$ cat src/rtl/sdram_guard_pkg.sv
// Shared types and helpers for the SDRAM row-activation timing guard.
// Assumes all timing limits are positive integers in nanoseconds.
package sdram_guard_pkg;

    typedef enum logic [1:0] {
        CMD_ACT = 2'd0,
        CMD_RD  = 2'd1,
        CMD_WR  = 2'd2,
        CMD_PRE = 2'd3
    } req_cmd_e;

    // Ceiling division of a limit by the clock period, never below one cycle.
    function automatic int ns_to_cyc(input int limit_ns, input int period_ns);
        int c;
        c = (limit_ns + period_ns - 1) / period_ns;
        return (c < 1) ? 1 : c;
    endfunction

    // Counter width large enough to hold a value up to max_val.
    function automatic int cnt_width(input int max_val);
        int w;
        w = 1;
        while ((1 << w) <= max_val) w++;
        return w;
    endfunction

endpackage

$ cat src/rtl/sdram_delay_cnt.sv
// Down-counter that measures a minimum spacing after a start pulse.
// A start in cycle t makes expired true again from cycle t+CYC onward.
// Assumes CYC >= 1 and that W can hold CYC-1.
module sdram_delay_cnt #(
    parameter int CYC = 3,
    parameter int W   = 4
) (
    input  logic clk,
    input  logic rst_n,
    input  logic start,
    output logic expired
);
    logic [W-1:0] cnt;

    // Load on start, otherwise count down to zero and rest there.
    always_ff @(posedge clk) begin
        if (!rst_n) begin
            cnt <= '0;
        end else if (start) begin
            cnt <= W'(CYC - 1);
        end else if (cnt != '0) begin
            cnt <= cnt - 1'b1;
        end
    end

    assign expired = (cnt == '0);
endmodule

$ cat src/rtl/sdram_bank_state.sv
// Per-bank record: open flag plus activation and precharge timers.
// Assumes act_go and pre_go are never asserted together.
module sdram_bank_state #(
    parameter int RCD_CYC = 3,
    parameter int RC_CYC  = 7,
    parameter int RP_CYC  = 2,
    parameter int W       = 4
) (
    input  logic clk,
    input  logic rst_n,
    input  logic act_go,
    input  logic pre_go,
    output logic is_open,
    output logic rw_ready,
    output logic act_ready
);
    logic rcd_done;
    logic rc_done;
    logic rp_done;

    // Track whether the bank currently holds an open row.
    always_ff @(posedge clk) begin
        if (!rst_n) begin
            is_open <= 1'b0;
        end else if (act_go) begin
            is_open <= 1'b1;
        end else if (pre_go) begin
            is_open <= 1'b0;
        end
    end

    sdram_delay_cnt #(.CYC(RCD_CYC), .W(W)) u_rcd (
        .clk(clk), .rst_n(rst_n), .start(act_go), .expired(rcd_done)
    );
    sdram_delay_cnt #(.CYC(RC_CYC), .W(W)) u_rc (
        .clk(clk), .rst_n(rst_n), .start(act_go), .expired(rc_done)
    );
    sdram_delay_cnt #(.CYC(RP_CYC), .W(W)) u_rp (
        .clk(clk), .rst_n(rst_n), .start(pre_go), .expired(rp_done)
    );

    // Combine the flag and timers into the per-command readiness.
    always_comb begin
        rw_ready  = is_open && rcd_done;
        act_ready = !is_open && rc_done && rp_done;
    end
endmodule

$ cat src/rtl/sdram_cmd_encode.sv
// Registers a granted command onto the active-low SDRAM command lines.
// With no grant the lines carry NOP and bank and address fall to zero.
module sdram_cmd_encode
    import sdram_guard_pkg::*;
#(
    parameter int BA_W   = 2,
    parameter int ADDR_W = 12
) (
    input  logic              clk,
    input  logic              rst_n,
    input  logic              fire,
    input  req_cmd_e          cmd,
    input  logic [BA_W-1:0]   bank,
    input  logic [ADDR_W-1:0] addr_in,
    output logic              cs_n,
    output logic              ras_n,
    output logic              cas_n,
    output logic              we_n,
    output logic [BA_W-1:0]   ba,
    output logic [ADDR_W-1:0] addr
);
    logic [2:0] rcw_next;

    // Map the command to row-strobe, column-strobe and write-enable levels.
    always_comb begin
        rcw_next = 3'b111;
        if (fire) begin
            unique case (cmd)
                CMD_ACT: rcw_next = 3'b011;
                CMD_RD:  rcw_next = 3'b101;
                CMD_WR:  rcw_next = 3'b100;
                CMD_PRE: rcw_next = 3'b010;
            endcase
        end
    end

    // Register the bus so that it changes only at clock edges.
    always_ff @(posedge clk) begin
        if (!rst_n) begin
            cs_n  <= 1'b0;
            ras_n <= 1'b1;
            cas_n <= 1'b1;
            we_n  <= 1'b1;
            ba    <= '0;
            addr  <= '0;
        end else begin
            cs_n  <= 1'b0;
            {ras_n, cas_n, we_n} <= rcw_next;
            ba    <= fire ? bank : '0;
            addr  <= fire ? addr_in : '0;
        end
    end
endmodule

$ cat src/rtl/sdram_act_guard.sv
// Top of the row-activation timing guard for a multi-bank SDRAM.
// Grants a request only when no bank or cross-bank limit would be broken.
// Assumes the requester keeps its request stable until granted.
module sdram_act_guard
    import sdram_guard_pkg::*;
#(
    parameter int CLK_PERIOD_NS = 8,
    parameter int T_RCD_NS      = 18,
    parameter int T_RC_NS       = 60,
    parameter int T_RRD_NS      = 12,
    parameter int T_RP_NS       = 18,
    parameter int BA_W          = 2,
    parameter int ADDR_W        = 12
) (
    input  logic              clk,
    input  logic              rst_n,
    input  logic              req_valid,
    input  logic [1:0]        req_cmd,
    input  logic [BA_W-1:0]   req_bank,
    input  logic [ADDR_W-1:0] req_addr,
    output logic              grant,
    output logic              cs_n,
    output logic              ras_n,
    output logic              cas_n,
    output logic              we_n,
    output logic [BA_W-1:0]   ba,
    output logic [ADDR_W-1:0] addr
);
    localparam int NUM_BANKS = 1 << BA_W;
    localparam int RCD_CYC   = ns_to_cyc(T_RCD_NS, CLK_PERIOD_NS);
    localparam int RC_CYC    = ns_to_cyc(T_RC_NS, CLK_PERIOD_NS);
    localparam int RRD_CYC   = ns_to_cyc(T_RRD_NS, CLK_PERIOD_NS);
    localparam int RP_CYC    = ns_to_cyc(T_RP_NS, CLK_PERIOD_NS);
    localparam int MAX_CYC   = (RC_CYC > RRD_CYC) ? RC_CYC : RRD_CYC;
    localparam int CNT_W     = cnt_width(MAX_CYC);

    req_cmd_e             cmd;
    logic [NUM_BANKS-1:0] bank_open;
    logic [NUM_BANKS-1:0] bank_rw_ok;
    logic [NUM_BANKS-1:0] bank_act_ok;
    logic [NUM_BANKS-1:0] act_go;
    logic [NUM_BANKS-1:0] pre_go;
    logic                 rrd_done;
    logic                 legal;
    logic                 any_act;

    assign cmd = req_cmd_e'(req_cmd);

    for (genvar b = 0; b < NUM_BANKS; b++) begin : g_bank
        // Steer granted ACTIVE and PRECHARGE to this bank's record.
        always_comb begin
            act_go[b] = grant && (cmd == CMD_ACT) && (req_bank == BA_W'(b));
            pre_go[b] = grant && (cmd == CMD_PRE) && (req_bank == BA_W'(b));
        end

        sdram_bank_state #(
            .RCD_CYC(RCD_CYC), .RC_CYC(RC_CYC), .RP_CYC(RP_CYC), .W(CNT_W)
        ) u_state (
            .clk(clk), .rst_n(rst_n),
            .act_go(act_go[b]), .pre_go(pre_go[b]),
            .is_open(bank_open[b]), .rw_ready(bank_rw_ok[b]),
            .act_ready(bank_act_ok[b])
        );
    end

    assign any_act = |act_go;

    sdram_delay_cnt #(.CYC(RRD_CYC), .W(CNT_W)) u_rrd (
        .clk(clk), .rst_n(rst_n), .start(any_act), .expired(rrd_done)
    );

    // Decide whether the present request respects every limit.
    always_comb begin
        unique case (cmd)
            CMD_ACT: legal = bank_act_ok[req_bank] && rrd_done;
            CMD_RD,
            CMD_WR:  legal = bank_rw_ok[req_bank];
            CMD_PRE: legal = 1'b1;
        endcase
    end

    assign grant = rst_n && req_valid && legal;

    sdram_cmd_encode #(.BA_W(BA_W), .ADDR_W(ADDR_W)) u_enc (
        .clk(clk), .rst_n(rst_n), .fire(grant), .cmd(cmd),
        .bank(req_bank), .addr_in(req_addr),
        .cs_n(cs_n), .ras_n(ras_n), .cas_n(cas_n), .we_n(we_n),
        .ba(ba), .addr(addr)
    );
endmodule

$ cat config.mk
export PLATFORM = sky130hd
export DESIGN_NAME = sdram_act_guard
export DESIGN_NICKNAME = d
export VERILOG_FILES = /design/src/rtl/sdram_guard_pkg.sv /design/src/rtl/sdram_delay_cnt.sv /design/src/rtl/sdram_bank_state.sv /design/src/rtl/sdram_cmd_encode.sv /design/src/rtl/sdram_act_guard.sv
export SDC_FILE = /design/constraint.sdc
export NUM_CORES = 1
export LEC_CHECK = 0
export ABC_CLOCK_PERIOD_IN_PS = 3000
export BUFFER_PORTS_ARGS = -buffer_cell sky130_fd_sc_hd__clkbuf_2
export CELL_PAD_IN_SITES_DETAIL_PLACEMENT = 0
export CELL_PAD_IN_SITES_GLOBAL_PLACEMENT = 1
export CORE_ASPECT_RATIO = 0.5
export CORE_MARGIN = 3
export CORE_UTILIZATION = 44
export CTS_BUF_LIST = sky130_fd_sc_hd__clkbuf_8
export DETAILED_ROUTE_END_ITERATION = 10
export GPL_ROUTABILITY_DRIVEN = 0
export PLACE_DENSITY_LB_ADDON = 0.1
export REMOVE_ABC_BUFFERS = 1
export SLEW_MARGIN = 0
export SYNTH_ARGS = -nofsm -noshare
export SYNTH_HDL_FRONTEND = slang
export SYNTH_SLANG_ARGS = --single-unit
$ cat constraint.sdc
create_clock -name clk -period 3 [get_ports clk]
set_input_delay 0.3 -clock clk [delete_from_list [all_inputs] [get_ports clk]]
set_output_delay 0.3 -clock clk [all_outputs]
set_load 0.02 [all_outputs]
==> results.txt, run 1 <==
----------------------------------------------------
[Outcome]
  Run status ... completed

[CTS]
  TritonCTS clock tree ... done
  Number of buffers added to fix hold violations after cts ... 0
  Post-CTS Setup Bufs ... 0
  H-tree level count ... 3
  Clock slew at the register clock pins of the worst setup and hold paths ... 70 ps
  Clock buffers created by TritonCTS ... 9
  Clock root cell ... sky130_fd_sc_hd__clkbuf_8
  Maximum clock insertion buffer count ... 2
  Latest clock arrival within the worst-skew pair ... 340 ps
  Count of clock tree sinks ... 73

[Setup path]
  Crit-path max FO ... 15
  Slack of the worst reg-to-reg path ... 580 ps
  Number of cells traversed by the worst register-to-register path ... 7
  Crit start category ... register
  Type of element capturing the critical path ... output pin
  Crit path DAT ... 2500 ps
  WS Path Type ... reg2out
  WP data required ... between 2000 and 3000 ps
  Reg-to-reg critical path startpoint ... u_rrd.cnt[0]
  Crit path from ... u_rrd.cnt[0]
  Endpoint of the worst-slack reg-to-reg timing path ... g_bank[2].u_state.is_open

[GRT]
  Total congestion overflow after global routing ... 0
  Antenna violations before repair ... 0
  Vias in the first global route ... 2587
  Global-route wire length before repair ... 11670 um
  Global router's overall resource usage ... 17.47%
  Pin count of the biggest net entering global routing ... 31

[Timing]
  Highest attainable clock frequency ... 356.5 MHz
  Post-route fraction of the period consumed by the critical path ... 93.49%
  Setup repair after global routing missed its margin ... no
  Worst Hold Margin ... around 150 ps
  Relative slew slack ... 61.78%
  Hold Violations, Final ... 0
  Clock tree skew after final layout ... 6.514 ps
  Final setup vio count ... 0
  Final period demand of the worst path ... 2805 ps
  Slew Viols, Final ... 0
  Total negative slack for setup checks ... 0 ps
  Worst slew pin tran ... 572.7 ps

[Synthesis]
  Synth Cell Area ... 3291 um^2
  EDFF count, synth ... 0
  Synthesis warning total ... 0
  Synthesized instance count ... 367
  Main flop type after synthesis ... sky130_fd_sc_hd__dfxtp_1
  Post-synthesis area per instance ... 8.966 um^2
  Fraction of synthesized cell area taken by the top area cell type ... about 44%
  Most area-hungry cell type in the Yosys netlist ... sky130_fd_sc_hd__dfxtp_1
  Biggest area contributors in the synthesized netlist ... sky130_fd_sc_hd__dfxtp_1 44%, sky130_fd_sc_hd__ha_1 5.3%, sky130_fd_sc_hd__o21ai_0 4.0%, sky130_fd_sc_hd__a21oi_1 3.7%, sky130_fd_sc_hd__nand2_1 3.5%
  Number of unique standard cell types used by synthesis ... 54
  Sequential share of the synthesized area ... 44.41%
  Share of async-settable or async-resettable flops after synthesis ... 0%
  Synthesized flop and latch total ... 73

[Die]
  Initial cell density of the core ... between 40% and 50%
  Rows ... 21
  Die Y ... between 60 and 70 um
  Standard cell core area ... 6963 um^2
  Die area ... 8615 um^2
  Top-level port count ... 38
  Chip width ... 128.3 um

[Layout]
  Number of antenna repair diodes ... 0
  Commonest non-fill, non-tap cell in the layout ... sky130_fd_sc_hd__dfxtp_1
  Layout cell share with drive strength beyond 1 ... 17.27%
  Most used cells in the layout excluding fill and tap cells ... 73 x sky130_fd_sc_hd__dfxtp_1, 36 x sky130_fd_sc_hd__clkbuf_2, 31 x sky130_fd_sc_hd__nand2_1, 26 x sky130_fd_sc_hd__o21ai_0, 24 x sky130_fd_sc_hd__a21oi_1
  Post-synthesis to final-layout area growth ... 16.20%
  Net count reported at finish ... approximately 440

[Power and ir drop]
  VDD IR-drop max ... 0.5210 mV
  Total power per unit cell area ... 787.0 nW/um^2
  Total leakage power ... 1.570 nW

[Drt]
  DRC violation count after routing ... 0
  Routed wire length ... about 7100 um
  Antenna viol nets, final ... 0
  Number of DRC violations after detailed-routing iteration 0 ... between 150 and 200
  Post-DR wirelength/cell ... 14.12 um
  DR vias/cell ... 5.453
  First drt pass iteration count ... 4
  Vias ... 2743

[Placed design]
  Detailed Place HPWL ... 4977 um
  IO buf count ... 36

[Hold path]
  Launch instance of the worst min-delay path ... req_addr[1]
  Endpoint of the worst hold path ... u_enc.addr[1]
  Number of cells traversed by the worst hold path ... 2
  Path type of the worst min-delay path ... in2reg

[Job]
  Max cap viols ... 0

----------------------------------------------------
## through the flow
step | instance area (um^2) | utilization (%) | instances | setup slack, ps | total power, mW
global placement | 3578 | 51.39 | 487 | 545.7 | 2.073
detailed placement | 3578 | 51.39 | 487 | 491.9 | 2.103
global route | 3824 | 54.91 | 503 | 16.07 | 3.222
finish | 3824 | 54.91 | 503 | 195.2 | 3.009
floorplan | 3216 | - | 350 | 481.4 | 1.897
CTS | 3822 | 54.90 | 503 | 94.46 | 3.041
## report_power, final
part	switching [mW]	total (mW)	internal, mW
Combinational	0.468	0.877	0.409
Clock	0.356	0.926	0.571
Sequential	0.101	1.21	1.11
## critical path, stage by stage (launching register included)
cell and delay, ps:
sky130_fd_sc_hd__dfxtp_1 310, sky130_fd_sc_hd__inv_1 100, sky130_fd_sc_hd__ha_1 190, sky130_fd_sc_hd__or3b_1 470
sky130_fd_sc_hd__nor4_4 380, sky130_fd_sc_hd__o21a_1 170, sky130_fd_sc_hd__nand4_2 110, sky130_fd_sc_hd__clkinv_2 220
sky130_fd_sc_hd__clkbuf_2 220
## cells by family (layout without fill, tap and decap cells)
logic type / count (synthesis) / in the layout / synth area share, %
other: 1 / 1 / 0.1140
buffers and inverters: 36 / 80 / 4.449
multiplexers: 2 / 2 / 0.6084
XOR/XNOR: 9 / 9 / 2.396
adder cells (fa/ha/maj): 14 / 14 / 5.323
flip-flops: 73 / 73 / 44.41
AO/OA/AOI/OAI: 100 / 100 / 21.03
AND/OR/NAND/NOR: 132 / 132 / 21.67
## cells in the mapped netlist, drive strengths merged, types with 7 or more instances
cell type / instances
buf: 7
clkbuf: 10
and2: 16
ha: 14
a21oi: 24
inv: 19
nor3: 21
dfxtp: 73
or3: 10
o21ai: 27
nand2: 31
nor2: 22
## state kept, by name, summed over array words and instances (netlist names)
| signal | count |
|---|---|
| u_enc.addr | 12 |
| u_enc.ras_n | 1 |
| g_bank.u_state.u_rcd.cnt | 16 |
| u_rrd.cnt | 4 |
| u_enc.cas_n | 1 |
| g_bank.u_state.u_rc.cnt | 16 |
| u_enc.ba | 2 |
| g_bank.u_state.u_rp.cnt | 16 |
| u_enc.we_n | 1 |
| g_bank.u_state.is_open | 4 |
## how the worst max path moves through the flow
stage / to / depth (start not counted)
2_1_floorplan: grant / 7
3_3_place_gp: grant / 8
3_5_place_dp: grant / 8
4_1_cts: grant / 8
5_1_grt: grant / 8
6_report: grant / 8
## layout make-up
| type | count | area [um^2] |
|---|---|---|
| timing repair buffer | 45 | 247.7 |
| clock inverter | 6 | 106.4 |
| fill | 640 | 3139 |
| inverter | 19 | 72.57 |
| tap | 92 | 115.1 |
| multi-input combinational | 258 | 1683 |
| clock buffer | 10 | 137.6 |
| sequential | 73 | 1461 |
## metal layers
metal	vias to the layer above	wire length [um]	track usage [%]
li1	1399	-	-
met1	1269	3464	21.59
met2	71	3094	28.30
met3	4	491	7.030
met4	0	53	5.423
met5	-	0	0
## what timing repair did
item	CTS	global route
hold endpoints to repair	0	0
resized for setup	0	1
setup endpoints to repair	0	1
No activity file was read; power rests on OpenSTA's default activity.
==> run 2, diff against run 1 <==
==> constraint.sdc (replaced) <==
create_clock -name clk -period 3 [get_ports clk]
set_input_delay 0.6 -clock clk [delete_from_list [all_inputs] [get_ports clk]]
set_output_delay 0.6 -clock clk [all_outputs]
set_load 0.02 [all_outputs]
==> run 2 against run 1 <==
  * Clock skew is 0.70 ps higher
  * Final area is 0.79% lower
  * Via count is 1.3% higher
  * Global-route usage is 1.1 points higher
  * Register-to-register slack worse by 170 ps
  * Sequential power hardly changed
  * Critical path type unchanged
==> results.txt, run 2 (synthesis results as in run 1) <==
----------------------------------------------------
[Outcome]
  Run status ... completed

[CTS]
  Maximum clock insertion buffer count ... 2
  TritonCTS clock tree ... done
  Clock buffers created by TritonCTS ... 9
  Number of buffers added to fix hold violations after cts ... 0
  Clock slew at the register clock pins of the worst setup and hold paths ... around 70 ps
  Latest clock arrival within the worst-skew pair ... 350 ps
  Clock root cell ... sky130_fd_sc_hd__clkbuf_8
  H-tree level count ... 3
  Count of clock tree sinks ... 73

[Drt]
  Routed wire length ... 7367 um
  DR vias/cell ... 5.545
  Number of DRC violations after detailed-routing iteration 0 ... around 140
  DRC violation count after routing ... 0
  Vias ... 2778
  Antenna viol nets, final ... 0
  First drt pass iteration count ... 4
  Post-DR wirelength/cell ... 14.70 um

[Setup path]
  Delay of the slowest cell on the worst path ... ~620 ps
  Endpoint of the worst-slack reg-to-reg timing path ... g_bank[2].u_state.is_open
  Crit path DAT ... about 2200 ps
  Reg-to-reg critical path startpoint ... g_bank[2].u_state.u_rp.cnt[0]
  Crit start category ... register
  Number of cells traversed by the worst register-to-register path ... 6
  Highest-delay cell along the critical path ... sky130_fd_sc_hd__or4_1
  Chain of cells forming the critical path ... or4_1, nor4_4, o21a_1, nand4_2, inv_2, clkbuf_2
  WP data required ... between 2000 and 2500 ps
  Type of element capturing the critical path ... output pin
  WS Path Type ... reg2out
  Crit path from ... g_bank[2].u_state.u_rp.cnt[0]
  Crit-path max FO ... 7
  Critical Path Sink ... grant
  Slack of the worst reg-to-reg path ... 410 ps

[Timing]
  Total negative slack for setup checks ... 0 ps
  Setup repair after global routing missed its margin ... no
  Worst slew pin tran ... 676.2 ps
  Final setup margin ... 195.2 ps
  Highest attainable clock frequency ... around 360 MHz
  Post-route fraction of the period consumed by the critical path ... between 90% and 100%
  Hold Violations, Final ... 0
  Relative slew slack ... ~55%
  Clock tree skew after final layout ... 7.210 ps
  Final period demand of the worst path ... 2805 ps
  Slew Viols, Final ... 0
  Final setup vio count ... 0

[Die]
  Chip width ... about 130 um
  Standard cell core area ... 6963 um^2
  Die area ... 8615 um^2
  Die Y ... 67.15 um
  Initial cell density of the core ... 47.26%
  Top-level port count ... 38
  Rows ... 21

[Layout]
  Largest regs ... g_bank.u_state.u_rc.cnt (16), g_bank.u_state.u_rcd.cnt (16), g_bank.u_state.u_rp.cnt (16)
  Number of antenna repair diodes ... 0
  Layout cell share with drive strength beyond 1 ... roughly 18%
  Commonest non-fill, non-tap cell in the layout ... sky130_fd_sc_hd__dfxtp_1
  Post-synthesis to final-layout area growth ... 15.29%
  Net count reported at finish ... 438
  Filler Cell Count ... 627
  Utilization after layout ... between 50% and 60%
  Most used cells in the layout excluding fill and tap cells ... 73 x sky130_fd_sc_hd__dfxtp_1, 36 x sky130_fd_sc_hd__clkbuf_2, 31 x sky130_fd_sc_hd__nand2_1, 26 x sky130_fd_sc_hd__o21ai_0, 24 x sky130_fd_sc_hd__a21oi_1

[GRT]
  Pin count of the biggest net entering global routing ... 42
  Vias in the first global route ... 2589
  Total congestion overflow after global routing ... 0
  Global router's overall resource usage ... 18.52%
  Global-route wire length before repair ... 12310 um
  Antenna violations before repair ... 0

[Power and ir drop]
  VDD IR-drop max ... ~0.28 mV
  Total leakage power ... 1.554 nW
  Total power per unit cell area ... between 700 and 800 nW/um^2

[Placed design]
  Worst slack at placement ... approximately 340 ps
  Detailed Place HPWL ... just over 5000 um
  IO buf count ... 36

[Job]
  Max cap viols ... 0

[Hold path]
  Path type of the worst min-delay path ... in2reg

----------------------------------------------------
[run 2: how the worst min path moves through the flow]
stage	slack, ps	start	depth (start not counted)	endpoint
6_report	450	req_addr[10]	2	u_enc.addr[10]
3_3_place_gp	460	g_bank[1].u_state.u_rp.cnt[3]	2	g_bank[1].u_state.u_rp.cnt[3]
3_5_place_dp	470	g_bank[1].u_state.u_rp.cnt[3]	2	g_bank[1].u_state.u_rp.cnt[3]
2_1_floorplan	440	g_bank[1].u_state.u_rp.cnt[3]	2	g_bank[1].u_state.u_rp.cnt[3]
5_1_grt	440	req_addr[5]	2	u_enc.addr[5]
4_1_cts	430	req_addr[10]	2	u_enc.addr[10]
[run 2: report_power, final]
part           internal, mW  leakage (nW)  switching, mW  total (mW)
sequential             1.11         0.594          0.105        1.21
combinational         0.436         0.849          0.493       0.929
clock                 0.469         0.112          0.342       0.811
total                  2.01          1.55          0.940        2.95
[run 2: worst max-delay path: cells and delay by family (launching register included)]
kind	cells	cell delay [ps]
buffers and inverters	2	260
flip-flops	1	370
AO/OA/AOI/OAI	1	150
AND/OR/NAND/NOR	3	1070
[run 2: through the flow]
step / hold slack [ps] / area, um^2 / cells / total power [mW]
after floorplan: 443.4 / 3216 / 350 / 1.897
final: 448.7 / 3794 / 501 / 2.951
after CTS: 432.4 / 3780 / 500 / 2.957
after detailed placement: 471.1 / 3563 / 485 / 2.120
after global placement: 455.4 / 3563 / 485 / 2.065
after global routing: 436.9 / 3794 / 501 / 3.166
[run 2: what timing repair did]
action,4_1_cts,5_1_grt
pin swaps,0,1
hold endpoints to repair,0,0
setup buffers,0,1
setup endpoints to repair,1,1
resized for setup,1,2
gates cloned,0,0
[run 2: layout make-up]
type / instances / area, um^2 / area share, %
multi-input cells: 258 / 1692 / 44.59
flip-flops and latches: 73 / 1461 / 38.52
repair buffers: 44 / 240.2 / 6.332
clock buffers: 13 / 178.9 / 4.716
well taps: 92 / 115.1 / 3.034
inverters: 19 / 71.32 / 1.880
clock inverters: 2 / 35.03 / 0.9235
[run 2: layer usage]
layer  global-route usage (%)  wire length (um)  up-vias
met1                    24.09              3696     1319
met3                    6.319               345        9
met4                    6.085                63        0
met2                    29.21              3261       55
met5                        0                 0        -
li1                         -                 -     1395
==> run 3, diff against run 2 <==
--- a/config.mk
+++ b/config.mk
@@ -11,7 +11,7 @@
 export CELL_PAD_IN_SITES_GLOBAL_PLACEMENT = 1
 export CORE_ASPECT_RATIO = 0.5
 export CORE_MARGIN = 3
-export CORE_UTILIZATION = 44
+export CORE_UTILIZATION = 46
 export CTS_BUF_LIST = sky130_fd_sc_hd__clkbuf_8
 export DETAILED_ROUTE_END_ITERATION = 10
 export GPL_ROUTABILITY_DRIVEN = 0
==> run 3 against run 2 <==
  * Critical path depth grew 2
  * Largest power group unchanged
  * Final cell count grew 0.40%
  * Wire length grew 0.95%
  * Clock power grew 36%
  * Power increased by 9.8%
==> results.txt, run 3 (synthesis results as in run 1) <==
----------------------------------------------------
[Layout]
  Number of antenna repair diodes ... 0
  Post-synthesis to final-layout area growth ... 18.37%
  Net count reported at finish ... between 400 and 500
  Most used cells in the layout excluding fill and tap cells ... 73 x sky130_fd_sc_hd__dfxtp_1, 35 x sky130_fd_sc_hd__clkbuf_2, 31 x sky130_fd_sc_hd__nand2_1, 25 x sky130_fd_sc_hd__o21ai_0, 24 x sky130_fd_sc_hd__a21oi_1
  Layout cell share with drive strength beyond 1 ... roughly 18%
  Commonest non-fill, non-tap cell in the layout ... sky130_fd_sc_hd__dfxtp_1
  Filler Cell Count ... 606
  Area used by multi-input combinational logic ... 1707 um^2
  Area of all sequential standard cells ... roughly 1500 um^2
  Largest regs ... g_bank.u_state.u_rc.cnt (16), g_bank.u_state.u_rcd.cnt (16), g_bank.u_state.u_rp.cnt (16)

[Timing]
  Final setup margin ... about 170 ps
  Relative slew slack ... 51.71%
  Highest attainable clock frequency ... about 350 MHz
  Hold Violations, Final ... 0
  Final period demand of the worst path ... 2828 ps
  Post-route fraction of the period consumed by the critical path ... 94.28%
  Setup repair after global routing missed its margin ... no
  Slew Viols, Final ... 0
  Clock tree skew after final layout ... 9.169 ps
  Final setup vio count ... 0
  Worst slew pin tran ... 723.6 ps
  Total negative slack for setup checks ... 0 ps

[Setup path]
  Reg-to-reg critical path startpoint ... u_rrd.cnt[0]
  WP data required ... 2400 ps
  Crit path from ... u_rrd.cnt[0]
  WS Path Type ... reg2out
  Crit-path max FO ... 5
  Crit path DAT ... roughly 2200 ps
  Type of element capturing the critical path ... output pin
  Crit start category ... register

[Power and ir drop]
  Total leakage power ... 1.583 nW
  Sequential cell fraction of total power ... 37.4%
  Net load switching power ... between 0.9 and 1 mW
  Total power per unit cell area ... approximately 830 nW/um^2
  Power share of the clock group ... 33.9%
  Part of the power in combinational logic ... roughly 29%
  Switching part of the total ... 29.90%
  Internal power ... around 2.3 mW
  VDD IR-drop max ... 0.3073 mV

[Drt]
  Number of DRC violations after detailed-routing iteration 0 ... around 170
  Vias ... approximately 2.8k
  First drt pass iteration count ... 4
  DR vias/cell ... 5.513
  Antenna viol nets, final ... 0
  DRC violation count after routing ... 0
  Post-DR wirelength/cell ... 14.79 um
  Routed wire length ... 7437 um

[GRT]
  Global router's overall resource usage ... about 19%
  Vias in the first global route ... 2632
  Total congestion overflow after global routing ... 0
  Pin count of the biggest net entering global routing ... 42
  Global-route wire length before repair ... 12450 um
  Antenna violations before repair ... 0

[Placed design]
  Worst slack at placement ... 299.4 ps
  IO buf count ... 36
  Detailed Place HPWL ... 5023 um

[CTS]
  Clock buffers created by TritonCTS ... 9
  Clock slew at the register clock pins of the worst setup and hold paths ... 80 ps
  Latest clock arrival within the worst-skew pair ... approximately 360 ps
  Count of clock tree sinks ... 73
  TritonCTS clock tree ... done
  H-tree level count ... 3
  Clock root cell ... sky130_fd_sc_hd__clkbuf_8
  Maximum clock insertion buffer count ... 2

[Hold path]
  Path type of the worst min-delay path ... in2reg
  Launch instance of the worst min-delay path ... req_addr[10]

[Die]
  Top-level port count ... 38
  Die area ... 8266 um^2
  Initial cell density of the core ... 48.35%
  Rows ... 21
  Chip width ... ~130 um
  Standard cell core area ... 6805 um^2
  Die Y ... about 66 um

[Job]
  Max cap viols ... 0

[Outcome]
  Run status ... completed

----------------------------------------------------
==> run 3: routing by layer <==
metal | vias to the layer above | global-route usage [%] | part of all wire [%]
met5 | - | 0 | 0
met1 | 1305 | 24.30 | 49
li1 | 1401 | - | -
met4 | 0 | 4.865 | 0.73
met2 | 60 | 30.25 | 44
met3 | 7 | 8.468 | 6.1
==> run 3: path summary, 6_finish.rpt <==
| path | end | slack, ps | cells after the start |
|---|---|---|---|
| worst max-delay path | grant | 170 | 8 |
| worst min-delay path | u_enc.addr[10] | 440 | 2 |
| worst max register to register | g_bank[2].u_state.is_open | 460 | 8 |
| worst min register to register | g_bank[1].u_state.u_rp.cnt[3] | 470 | 2 |
==> run 3: power groups by stage <==
stage                     Sequential (mW)  Clock [mW]  Combinational, mW
final                                1.21        1.10              0.929
after global routing                 1.23        1.17               1.05
after CTS                            1.21        1.13              0.890
after detailed placement             1.23           0              0.875
after global placement               1.22           0              0.853
after floorplan                      1.22           0              0.680
==> run 3: worst max-delay path, cell delays in order, from the launching register on <==
cell and delay [ps]:
sky130_fd_sc_hd__dfxtp_1 310, sky130_fd_sc_hd__inv_1 110, sky130_fd_sc_hd__ha_2 200, sky130_fd_sc_hd__or3b_4 430
sky130_fd_sc_hd__nor4_4 260, sky130_fd_sc_hd__o21a_1 200, sky130_fd_sc_hd__nand4_4 140, sky130_fd_sc_hd__inv_2 90
sky130_fd_sc_hd__buf_4 140
==> run 3: area by class of cell <==
type                            count  area share [%]
Inverter                           19           1.831
Timing Repair Buffer               45           6.425
Clock buffer                        9           3.180
Sequential cell                    73           37.52
Multi-Input combinational cell    258           43.82
Clock inverter                      7           4.272
Tap cell                           92           2.955
==> run 3: per-stage QoR <==
step | cells | power, mW | hold slack [ps] | util (%) | area (um^2)
floorplan | 350 | 1.897 | 443.4 | - | 3216
global placement | 485 | 2.076 | 458.9 | 52.36 | 3563
detailed placement | 485 | 2.106 | 460.8 | 52.36 | 3563
CTS | 501 | 3.230 | 415.9 | 56.66 | 3856
global route | 503 | 3.453 | 405.5 | 57.23 | 3895
finish | 503 | 3.240 | 437.3 | 57.23 | 3895
==> run 3: repair_timing <==
action,in CTS,in global routing
gates resized for setup,1,7
setup endpoints to repair,1,1
hold buffers,0,0
setup buffers,0,2
pin swaps,1,2
